--- config.mk ---
export PLATFORM = sky130hd
export DESIGN_NAME = ddr_pwrup_seq
export DESIGN_NICKNAME = d
export VERILOG_FILES = /design/src/rtl/ddr_init_pkg.sv /design/src/rtl/ddr_unit_timer.sv /design/src/rtl/ddr_rank_walker.sv /design/src/rtl/ddr_mode_addr.sv /design/src/rtl/ddr_pwrup_seq.sv
export SDC_FILE = /design/constraint.sdc
export NUM_CORES = 1
export LEC_CHECK = 0
export CORE_MARGIN = 4
export CORE_UTILIZATION = 30
export DETAILED_ROUTE_END_ITERATION = 10
export GPL_ROUTABILITY_DRIVEN = 1
export PLACE_DENSITY_LB_ADDON = 0.15
export SLEW_MARGIN = 20
export SYNTH_ARGS = -nofsm -noshare
export SYNTH_HDL_FRONTEND = slang
export SYNTH_SLANG_ARGS = --single-unit
--- constraint.sdc ---
create_clock -name clk -period 4.26 [get_ports clk]
set_clock_uncertainty 0.15 [all_clocks]
set_input_delay 0.852 -clock clk [delete_from_list [all_inputs] [get_ports clk]]
set_output_delay 0.852 -clock clk [all_outputs]
set_load 0.01 [all_outputs]
--- src/rtl/ddr_init_pkg.sv ---
package ddr_init_pkg;

  typedef enum logic [2:0] {
    CMD_SELF_REF = 3'd0,
    CMD_NOP      = 3'd1,
    CMD_PRE_ALL  = 3'd2,
    CMD_MRS      = 3'd3,
    CMD_EMRS     = 3'd4,
    CMD_AUTO_REF = 3'd6,
    CMD_NORMAL   = 3'd7
  } dram_cmd_e;

  typedef enum logic [1:0] {
    WORD_NONE,
    WORD_EXT,
    WORD_MODE_RST,
    WORD_MODE_RUN
  } word_sel_e;

  typedef struct packed {
    logic      issue;   // step drives a strobe
    logic      bcast;   // strobe goes to ranks
    dram_cmd_e cmd;
    word_sel_e word;
    logic [2:0] units;  // wait after the step
  } step_t;

  // Script: 0 pre-wait, 1 NOP, 2 PRE, 3 EMRS, 4 MRS rst, 5 PRE,
  // 6.. refreshes, then MRS run, NORMAL, done-flag step.
  function automatic step_t step_info(input int unsigned idx,
                                      input int unsigned nref,
                                      input logic [2:0] pre_u,
                                      input logic [2:0] gap_u,
                                      input logic [2:0] fin_u);
    step_t s;
    s.issue = 1'b1;
    s.bcast = 1'b1;
    s.cmd   = CMD_NOP;
    s.word  = WORD_NONE;
    s.units = gap_u;
    if (idx == 0) begin
      s.issue = 1'b0;
      s.bcast = 1'b0;
      s.units = pre_u;
    end else if (idx == 1) begin
      s.cmd = CMD_NOP;
    end else if (idx == 2 || idx == 5) begin
      s.cmd = CMD_PRE_ALL;
    end else if (idx == 3) begin
      s.cmd  = CMD_EMRS;
      s.word = WORD_EXT;
    end else if (idx == 4) begin
      s.cmd   = CMD_MRS;
      s.word  = WORD_MODE_RST;
      s.units = 3'd0;
    end else if (idx < 6 + nref) begin
      s.cmd = CMD_AUTO_REF;
    end else if (idx == 6 + nref) begin
      s.cmd   = CMD_MRS;
      s.word  = WORD_MODE_RUN;
      s.units = 3'd0;
    end else if (idx == 7 + nref) begin
      s.cmd   = CMD_NORMAL;
      s.bcast = 1'b0;
    end else begin
      s.issue = 1'b0;
      s.bcast = 1'b0;
      s.units = fin_u;
    end
    return s;
  endfunction

endpackage

--- src/rtl/ddr_unit_timer.sv ---
module ddr_unit_timer #(
  parameter int CYC_PER_US  = 100,
  parameter int US_PER_UNIT = 200,
  parameter int UNITS_W     = 3
) (
  input  logic               clk,
  input  logic               rst_n,
  input  logic               load_i,
  input  logic [UNITS_W-1:0] units_i,
  output logic               done_o
);
  localparam int CYC_W = (CYC_PER_US > 1) ? $clog2(CYC_PER_US) : 1;
  localparam int US_W  = (US_PER_UNIT > 1) ? $clog2(US_PER_UNIT) : 1;
  localparam logic [CYC_W-1:0] CYC_TOP = CYC_W'(CYC_PER_US - 1);
  localparam logic [US_W-1:0]  US_TOP  = US_W'(US_PER_UNIT - 1);

  logic [CYC_W-1:0]   cyc_q;
  logic [US_W-1:0]    us_q;
  logic [UNITS_W-1:0] unit_q;
  logic               run_q;

  assign done_o = run_q && (cyc_q == '0) && (us_q == '0) && (unit_q == '0);

  always_ff @(posedge clk) begin
    if (!rst_n) begin
      cyc_q  <= '0;
      us_q   <= '0;
      unit_q <= '0;
      run_q  <= 1'b0;
    end else if (load_i) begin
      cyc_q  <= CYC_TOP;
      us_q   <= US_TOP;
      unit_q <= units_i - UNITS_W'(1);
      run_q  <= 1'b1;
    end else if (run_q) begin
      if (done_o) begin
        run_q <= 1'b0;
      end else if (cyc_q != '0) begin
        cyc_q <= cyc_q - CYC_W'(1);
      end else begin
        cyc_q <= CYC_TOP;
        if (us_q != '0) begin
          us_q <= us_q - US_W'(1);
        end else begin
          us_q   <= US_TOP;
          unit_q <= unit_q - UNITS_W'(1);
        end
      end
    end
  end
endmodule

--- src/rtl/ddr_rank_walker.sv ---
module ddr_rank_walker #(
  parameter int NUM_RANKS = 4,
  parameter int BND_W     = 8
) (
  input  logic                       clk,
  input  logic                       rst_n,
  input  logic                       clear_i,
  input  logic                       adv_i,
  input  logic [NUM_RANKS*BND_W-1:0] rank_end_i,
  output logic                       hit_o,
  output logic                       last_o,
  output logic [NUM_RANKS-1:0]       sel_o,
  output logic [BND_W-1:0]           base_o
);
  localparam int IDX_W = (NUM_RANKS > 1) ? $clog2(NUM_RANKS) : 1;
  localparam logic [IDX_W-1:0] IDX_LAST = IDX_W'(NUM_RANKS - 1);

  logic [IDX_W-1:0] idx_q;
  logic [BND_W-1:0] run_q;
  logic [BND_W-1:0] end_cur;

  assign end_cur = rank_end_i[int'(idx_q)*BND_W +: BND_W];
  assign hit_o   = end_cur > run_q;
  assign last_o  = idx_q == IDX_LAST;
  assign base_o  = run_q;

  for (genvar r = 0; r < NUM_RANKS; r++) begin : g_sel
    assign sel_o[r] = hit_o && (idx_q == IDX_W'(r));
  end

  always_ff @(posedge clk) begin
    if (!rst_n || clear_i) begin
      idx_q <= '0;
      run_q <= '0;
    end else if (adv_i) begin
      if (last_o) begin
        idx_q <= '0;
        run_q <= '0;
      end else begin
        idx_q <= idx_q + IDX_W'(1);
        if (hit_o) run_q <= end_cur;
      end
    end
  end
endmodule

--- src/rtl/ddr_mode_addr.sv ---
module ddr_mode_addr
  import ddr_init_pkg::*;
#(
  parameter int          OFF_W       = 25,
  parameter logic [11:0] EXT_WORD    = 12'h000,
  parameter int          DLL_RST_BIT = 8
) (
  input  word_sel_e        sel_i,
  input  logic [11:0]      mode_word_i,
  output logic [OFF_W-1:0] off_o
);
  logic [11:0] word;

  always_comb begin
    unique case (sel_i)
      WORD_EXT:      word = EXT_WORD;
      WORD_MODE_RST: word = mode_word_i | (12'd1 << DLL_RST_BIT);
      WORD_MODE_RUN: word = mode_word_i & ~(12'd1 << DLL_RST_BIT);
      default:       word = 12'h000;
    endcase
    off_o        = '0;
    off_o[13]    = word[11];
    off_o[12:3]  = word[9:0];
  end
endmodule

--- src/rtl/ddr_pwrup_seq.sv ---
module ddr_pwrup_seq
  import ddr_init_pkg::*;
#(
  parameter int          NUM_RANKS   = 4,
  parameter int          BND_W       = 8,
  parameter int          RANK_SHIFT  = 25,
  parameter int          CLKS_PER_US = 100,
  parameter int          US_PER_UNIT = 200,
  parameter int          N_REFRESH   = 8,
  parameter int          PRE_UNITS   = 2,
  parameter int          GAP_UNITS   = 3,
  parameter int          FINAL_UNITS = 5,
  parameter logic [11:0] EXT_WORD    = 12'h000,
  parameter int          DLL_RST_BIT = 8,
  localparam int         ADDR_W      = BND_W + RANK_SHIFT
) (
  input  logic                       clk,
  input  logic                       rst_n,
  input  logic                       start_i,
  input  logic [NUM_RANKS*BND_W-1:0] rank_end_i,
  input  logic [11:0]                mode_word_i,
  output logic                       cmd_vld_o,
  output logic [2:0]                 cmd_o,
  output logic [NUM_RANKS-1:0]       rank_sel_o,
  output logic [ADDR_W-1:0]          addr_o,
  output logic                       init_done_o,
  output logic                       ready_o,
  output logic                       busy_o
);
  localparam int N_STEPS = N_REFRESH + 9;
  localparam int STEP_W  = $clog2(N_STEPS + 1);
  localparam logic [STEP_W-1:0] STEP_LAST = STEP_W'(N_STEPS - 1);
  localparam logic [STEP_W-1:0] STEP_FLAG = STEP_W'(N_STEPS - 1);

  typedef enum logic [1:0] {ST_IDLE, ST_ISSUE, ST_WAIT, ST_READY} state_e;

  state_e            state_q;
  logic [STEP_W-1:0] step_q;
  logic              done_q;
  step_t             info;
  logic              in_issue, bc_now, issue_end, start_go, step_adv;
  logic              tmr_load, tmr_done;
  logic              w_hit, w_last;
  logic [NUM_RANKS-1:0] w_sel;
  logic [BND_W-1:0]  w_base;
  logic [RANK_SHIFT-1:0] mode_off;

  assign info      = step_info(int'(step_q), N_REFRESH, 3'(PRE_UNITS),
                               3'(GAP_UNITS), 3'(FINAL_UNITS));
  assign in_issue  = state_q == ST_ISSUE;
  assign bc_now    = in_issue && info.issue && info.bcast;
  assign issue_end = in_issue && (!bc_now || w_last);
  assign start_go  = start_i && (state_q == ST_IDLE || state_q == ST_READY);
  assign tmr_load  = issue_end && (info.units != 3'd0);
  assign step_adv  = (issue_end && info.units == 3'd0) ||
                     (state_q == ST_WAIT && tmr_done);

  ddr_unit_timer #(
    .CYC_PER_US (CLKS_PER_US),
    .US_PER_UNIT(US_PER_UNIT),
    .UNITS_W    (3)
  ) timer_i (
    .clk    (clk),
    .rst_n  (rst_n),
    .load_i (tmr_load),
    .units_i(info.units),
    .done_o (tmr_done)
  );

  ddr_rank_walker #(
    .NUM_RANKS(NUM_RANKS),
    .BND_W    (BND_W)
  ) walker_i (
    .clk       (clk),
    .rst_n     (rst_n),
    .clear_i   (start_go),
    .adv_i     (bc_now),
    .rank_end_i(rank_end_i),
    .hit_o     (w_hit),
    .last_o    (w_last),
    .sel_o     (w_sel),
    .base_o    (w_base)
  );

  ddr_mode_addr #(
    .OFF_W      (RANK_SHIFT),
    .EXT_WORD   (EXT_WORD),
    .DLL_RST_BIT(DLL_RST_BIT)
  ) mode_i (
    .sel_i      (info.word),
    .mode_word_i(mode_word_i),
    .off_o      (mode_off)
  );

  always_comb begin
    cmd_vld_o  = in_issue && info.issue && (!info.bcast || w_hit);
    cmd_o      = cmd_vld_o ? info.cmd : 3'd0;
    rank_sel_o = bc_now ? w_sel : '0;
    addr_o     = (bc_now && w_hit) ? {w_base, mode_off} : '0;
  end

  assign init_done_o = done_q;
  assign ready_o     = state_q == ST_READY;
  assign busy_o      = state_q == ST_ISSUE || state_q == ST_WAIT;

  always_ff @(posedge clk) begin
    if (!rst_n) begin
      state_q <= ST_IDLE;
      step_q  <= '0;
      done_q  <= 1'b0;
    end else if (start_go) begin
      state_q <= ST_ISSUE;
      step_q  <= '0;
      done_q  <= 1'b0;
    end else if (step_adv) begin
      if (step_q == STEP_LAST) begin
        state_q <= ST_READY;
      end else begin
        state_q <= ST_ISSUE;
        step_q  <= step_q + STEP_W'(1);
        if (step_q + STEP_W'(1) == STEP_FLAG) done_q <= 1'b1;
      end
    end else if (tmr_load) begin
      state_q <= ST_WAIT;
    end
  end
endmodule

Word-level counts from Yosys, hierarchy flattened
Index checks and enable logic that the tools add are counted.
{"block": "word_totals", "out_inout_bits": 44, "reg_bits": 37, "elab_cells": 147, "in_bits": 47}
{"block": "op_classes", "n_lt_le_gt_ge": 2, "n_reduce_logical": 50, "n_bitwise": 4, "n_mux": 52, "n_addsub": 6, "n_eq_ne": 20, "shifts": 1}
{"cell": "8-bit 2-to-1 mux", "count": 8}
{"cell": "3-bit 2-to-1 mux", "count": 15}
{"cell": "33-bit 2-to-1 mux", "count": 1}
{"cell": "32-bit by 6-bit variable part select with 8-bit output", "count": 1}
{"cell": "7-bit 2-to-1 mux", "count": 4}
{"cell": "5-bit 2-to-1 mux", "count": 5}
{"cell": "2-bit 2-to-1 mux", "count": 12}
{"cell": "12-bit one-hot mux with 2 select lines", "count": 1}
{"cell": "1-bit logical AND", "count": 16}
{"cell": "2-bit equality test, second input constant", "count": 6}
{"cell": "5-bit by 2-bit equality test with 1-bit output, second input constant", "count": 2}
{"cell": "5-bit by 3-bit equality test with 1-bit output, second input constant", "count": 2}
{"cell": "5-bit by 4-bit equality test with 1-bit output, second input constant", "count": 2}
{"cell": "5-bit equality test, second input constant", "count": 2}
{"cell": "3-bit AND reduction", "count": 3}
{"cell": "8-bit > comparator", "count": 1}
{"cell": "8-bit zero test", "count": 1}
{"cell": "2-bit AND reduction", "count": 4}
{"cell": "8-bit nonzero test", "count": 1}
{"cell": "8-bit by 1-bit subtractor with 8-bit output, second input constant", "count": 1}
{"cell": "7-bit zero test", "count": 1}
{"cell": "1-bit logical OR", "count": 7}
{"cell": "7-bit nonzero test", "count": 1}
{"cell": "7-bit by 1-bit subtractor with 7-bit output, second input constant", "count": 1}
{"cell": "other kinds (18)", "count": 37}

Logic depth before layout (Yosys ltp)
{"block": "logic_depth", "depth_word": 18, "ltp_mapped": 11, "mapped_depth_nobuf": 10}

Modules after synthesis
From an unflattened synthesis, not the netlist that was laid out.
{"block": "unflattened", "cells_unflattened": 394, "hier_area_um2": 3388.2}
{"module": "ddr_unit_timer", "area_each_um2": 1213.7, "n_inst": 1, "seq_area_each_um2": 380.4, "cells_each": 129}
{"module": "ddr_pwrup_seq", "area_each_um2": 1113.6, "n_inst": 1, "seq_area_each_um2": 160.2, "cells_each": 158}
{"module": "ddr_rank_walker", "area_each_um2": 872.1, "n_inst": 1, "seq_area_each_um2": 200.2, "cells_each": 80}
{"module": "ddr_mode_addr", "area_each_um2": 188.9, "n_inst": 1, "seq_area_each_um2": 0.0, "cells_each": 27}

Least setup slack after synthesis
OpenSTA, ideal clock, no wires.
{"block": "synth_timing", "kind": "input to output", "startpoint": "input port rank_end_i[25]", "endpoint": "output port addr_o[11]", "n_path_buf": 1, "path_slack_ns": 0.462, "cell_stages": 8, "arrival_ns": 2.796, "required_ns": 3.258, "cell_sequence": "mux4_2 ha_1 nor2b_1 o211ai_1 a21o_1 a211oi_4 clkbuf_1 and3_1"}
{"block": "synth_via", "elab_chain_cells": 4}
{"element": "start: declaration", "line": "ddr_pwrup_seq.sv:20", "rtl": "input logic [NUM_RANKS*BND_W-1:0] rank_end_i,"}
{"element": "32-bit by 6-bit variable part select with 8-bit output", "line": "ddr_rank_walker.sv:22", "rtl": "assign end_cur = rank_end_i[int'(idx_q)*BND_W +: BND_W];"}
{"element": "8-bit > comparator", "line": "ddr_rank_walker.sv:23", "rtl": "assign hit_o = end_cur > run_q;"}
{"element": "1-bit logical AND", "line": "ddr_pwrup_seq.sv:99", "rtl": "addr_o = (bc_now && w_hit) ? {w_base, mode_off} : '0;"}
{"element": "33-bit 2-to-1 mux", "line": "ddr_pwrup_seq.sv:99"}
{"element": "end: declaration", "line": "ddr_pwrup_seq.sv:25", "rtl": "output logic [ADDR_W-1:0] addr_o,"}
No other way between the ends.

Worst setup path after layout
{"block": "layout_timing", "startpoint": "input port rank_end_i[17]", "endpoint": "output port addr_o[11]"}
The elaborated chain is that of the path after synthesis.

==> impl_metrics.env <==
export IMPL_post_route_cell_area_um2=4110
export IMPL_setup_worst_path_end_class="primary output"
export IMPL_synthesis_area_um2=2980
export IMPL_layout_drive_gt1_share=0.230
export IMPL_cts_sink_count=37
export IMPL_timing_max_slew_rel_slack=0.572
export IMPL_ant_nets=0
export IMPL_min_delay_path_class="reg -> reg"
export IMPL_grt_antenna_before_repair=0
export IMPL_htree_num_levels=2
export IMPL_critical_path_class="in -> out"
export IMPL_synth_lib_cells_used_distinct=63
export IMPL_die_x_um=108
export IMPL_cts_reportedPaths_clkPinSlew_ns=0.08
export IMPL_netlist_instances=339
export IMPL_num_rows=36
export IMPL_port_buffers=74
export IMPL_hold_path_cell_count=1
export IMPL_ff_latch_count_synth=37
export IMPL_power_density_cell_area_nw_per_um2=249
export IMPL_worst_setup_path_start_kind="primary input"
export IMPL_grt_first_pass_wirelength_um=13300
export IMPL_drt_wirelength_per_cell_um=14.6
export IMPL_maxClockFrequency_mhz=241
export IMPL_ys_seq_area_frac=0.249
export IMPL_place_gp_congestion=0.786
export IMPL_synth_top_cells_by_area="dfxtp_1 (25%), ha_1 (10%), mux4_2 (6.0%)"
export IMPL_drt_pass1_iter_count=4
export IMPL_final_hold_viol_count=0
export IMPL_dp_cells=536
export IMPL_synth_avg_cell_area_um2=8.79
export IMPL_data_required_time_of_the_worst_path_ns=3.26
export IMPL_cts_buffer_depth=2
export IMPL_grt_usage=0.142
export IMPL_inserted_clock_buffers=5
export IMPL_gr_total_overflow=0
export IMPL_synth_largest_type_area_fraction=0.249
export IMPL_crit_buf_inv=4
export IMPL_final_cell_count_no_fill=550
export IMPL_p_leak_nw=1.69
export IMPL_r2r_worst_path_cells=11
export IMPL_asyncSetResetFlopFracSynth=0
export IMPL_max_cap_violations=0
export IMPL_netlist_top_cell_by_area="dfxtp_1"
export IMPL_vdd_drop_max_mv=0.145
export IMPL_grt_met2_usage=0.238
export IMPL_drc=0
export IMPL_total_count_of_max_transition_violations_in_the_final_report=0
export IMPL_die_area_um2=11600
export IMPL_hpwl_um=5900
export IMPL_core_area_um2=9730
export IMPL_first_global_vias=2677
export IMPL_vias_per_cell=4.90
export IMPL_max_stage_delay_ns=0.51
export IMPL_synth_warning_count=0
export IMPL_drt_total_wl_um=8050
export IMPL_arrival_ns=3.15
export IMPL_crit_chain="dlygate4sd2_1, mux4_2, ha_4, nor2b_4, o211ai_1, a21o_1, a211oi_4, buf_6, buf_6, and3_4, buf_6"
export IMPL_postSynth_topFlopCell="dfxtp_1"
export IMPL_crit_path_frequent_cell="buf_6"
export IMPL_cts_root_buffer_cell="clkbuf_8"
export IMPL_die_height_um=108
export IMPL_final_min_period_over_clock_period=0.975
export IMPL_initial_core_util=0.306
export IMPL_critical_path_peak_fanout=6
export IMPL_synth_edff_count=0
export IMPL_total_number_of_nets_in_the_final_design=487
export IMPL_family_with_the_most_delay_on_the_worst_path="compound AO/OA/AOI/OAI gates"
export IMPL_clock_tree_from_tritoncts="done"
export IMPL_dr_total_vias=2697
export IMPL_io_pin_count=91
export IMPL_flow_area_growth_from_synthesis_pct=37.8
export IMPL_status="completed"
export IMPL_detail_route_iter0_violations=123
export IMPL_global_route_usage_met3=0.0324
export IMPL_hold_buffers_post_cts=0
export IMPL_pre_cts_slack_ns=-0.476
export IMPL_antennaDiodeCount=0
export IMPL_tightestPinTransition_ns=0.640
export IMPL_post_route_min_period_ns=4.15
export IMPL_critical_path_slowest_cell="mux4_2"
export IMPL_final_setup_vio_count=0
export IMPL_worst_slack_ns=0.108
export IMPL_use_met1=0.181
export IMPL_worstSkewPairLatency_ns=0.30
export IMPL_post_dp_cell_area_um2=3830
export IMPL_grt_busiest_layer="met2"
export IMPL_critical_path_cell_count=11
export IMPL_finish_utilization=0.422
export IMPL_largest_net_degree_at_the_start_of_global_routing=17
## report_power, final
part           total [mW]  switching, mW  leakage (nW)  internal [mW]
Combinational       0.293          0.160          1.33          0.132
Sequential          0.403         0.0285         0.302          0.375
Clock               0.325          0.134        0.0585          0.191
Total                1.02          0.323          1.69          0.698
## final cells by class
class | count | area [um^2]
fillers | 989 | 5620
multi-input cells | 255 | 2150
repair buffers | 89 | 828
flip-flops and latches | 37 | 741
well taps | 133 | 166
inverters | 28 | 105
clock buffers | 7 | 86.3
clock inverters | 1 | 30.0
## through the flow
step / power (mW) / hold slack, ns / TNS [ns]
detailed placement: 0.703 / 0.321 / -11.74
finish: 1.02 / 0.335 / 0
global placement: 0.698 / 0.310 / -11.48
CTS: 1.03 / 0.341 / 0
global route: 1.10 / 0.361 / -0.000119
floorplan: 0.618 / 0.305 / 0
## state kept, by name (all words and copies together) (netlist names)
register and cells:
timer_i.us_q 8, init_done_o 1, timer_i.run_q 1, walker_i.base_o 8, timer_i.cyc_q 7, state_q 2
walker_i.idx_q 2, step_q 5, timer_i.unit_q 3
## synth_stat cells (all sizes together), types with 3 or more instances
library cell	n
o21a	4
buf	23
mux2i	11
o21ai	11
nand2b	6
inv	27
a21o	4
xor2	9
a21oi	12
nor2	18
mux4	8
nand2	22
a32o	9
and3	14
a211oi	3
dfxtp	37
nand3	9
o211ai	6
ha	24
nor3	7
clkbuf	9
and2	12
nor2b	4
nand4	13
## final timing paths
check | start | to | slack (ns)
worst max-delay path | rank_end_i[17] | addr_o[11] | 0.11
worst min-delay path | init_done_o | init_done_o | 0.33
worst max register to register | walker_i.idx_q[1] | walker_i.base_o[3] | 1.25
worst min register to register | init_done_o | init_done_o | 0.33
## what timing repair did
action / CTS / global route
resized for setup: 152 / 33
gates cloned: 3 / 0
pin swaps: 11 / 14
buffers inserted: 6 / 0
endpoints found under the hold margin: 0 / 0
endpoints found under the setup margin: 27 / 27
## layout by cell type, fill, tap and decap left out, types with 9 or more instances in the layout
cell type | netlist | routed
dfxtp_1 | 37 | 37
inv_1 | 27 | 26
nand2_1 | 22 | 22
dlygate4sd2_1 | 0 | 21
clkdlybuf4s50_1 | 0 | 19
nor2_1 | 18 | 18
ha_1 | 24 | 17
buf_6 | 1 | 17
conb_1 | 1 | 14
buf_2 | 7 | 14
a21oi_1 | 12 | 11
mux2i_1 | 11 | 11
o21ai_0 | 11 | 10
nand4_1 | 10 | 10
nand3_1 | 9 | 9
and3_4 | 0 | 9
a32o_1 | 9 | 9
xor2_1 | 9 | 9
buf_4 | 15 | 9
## cells by family (layout without fill, tap and decap cells)
kind of cell | count (synthesis) | after routing | share of synthesized area
xor gates and xnor gates | 10 | 10 | 0.0294
other | 1 | 14 | 0.00126
muxes | 21 | 21 | 0.105
AOI/OAI and AO/OA | 71 | 71 | 0.194
buffers and inverters | 60 | 125 | 0.100
adders and majority gates | 24 | 24 | 0.101
DFF | 37 | 37 | 0.249
and+or+nand+nor | 115 | 115 | 0.221
## routing by layer
layer | vias up | part of all wire
li1 | 1361 | -
met1 | 1265 | 0.45
met2 | 61 | 0.47
met3 | 10 | 0.058
met4 | 0 | 0.016
met5 | - | 0
(Power assumes the default switching activity.)
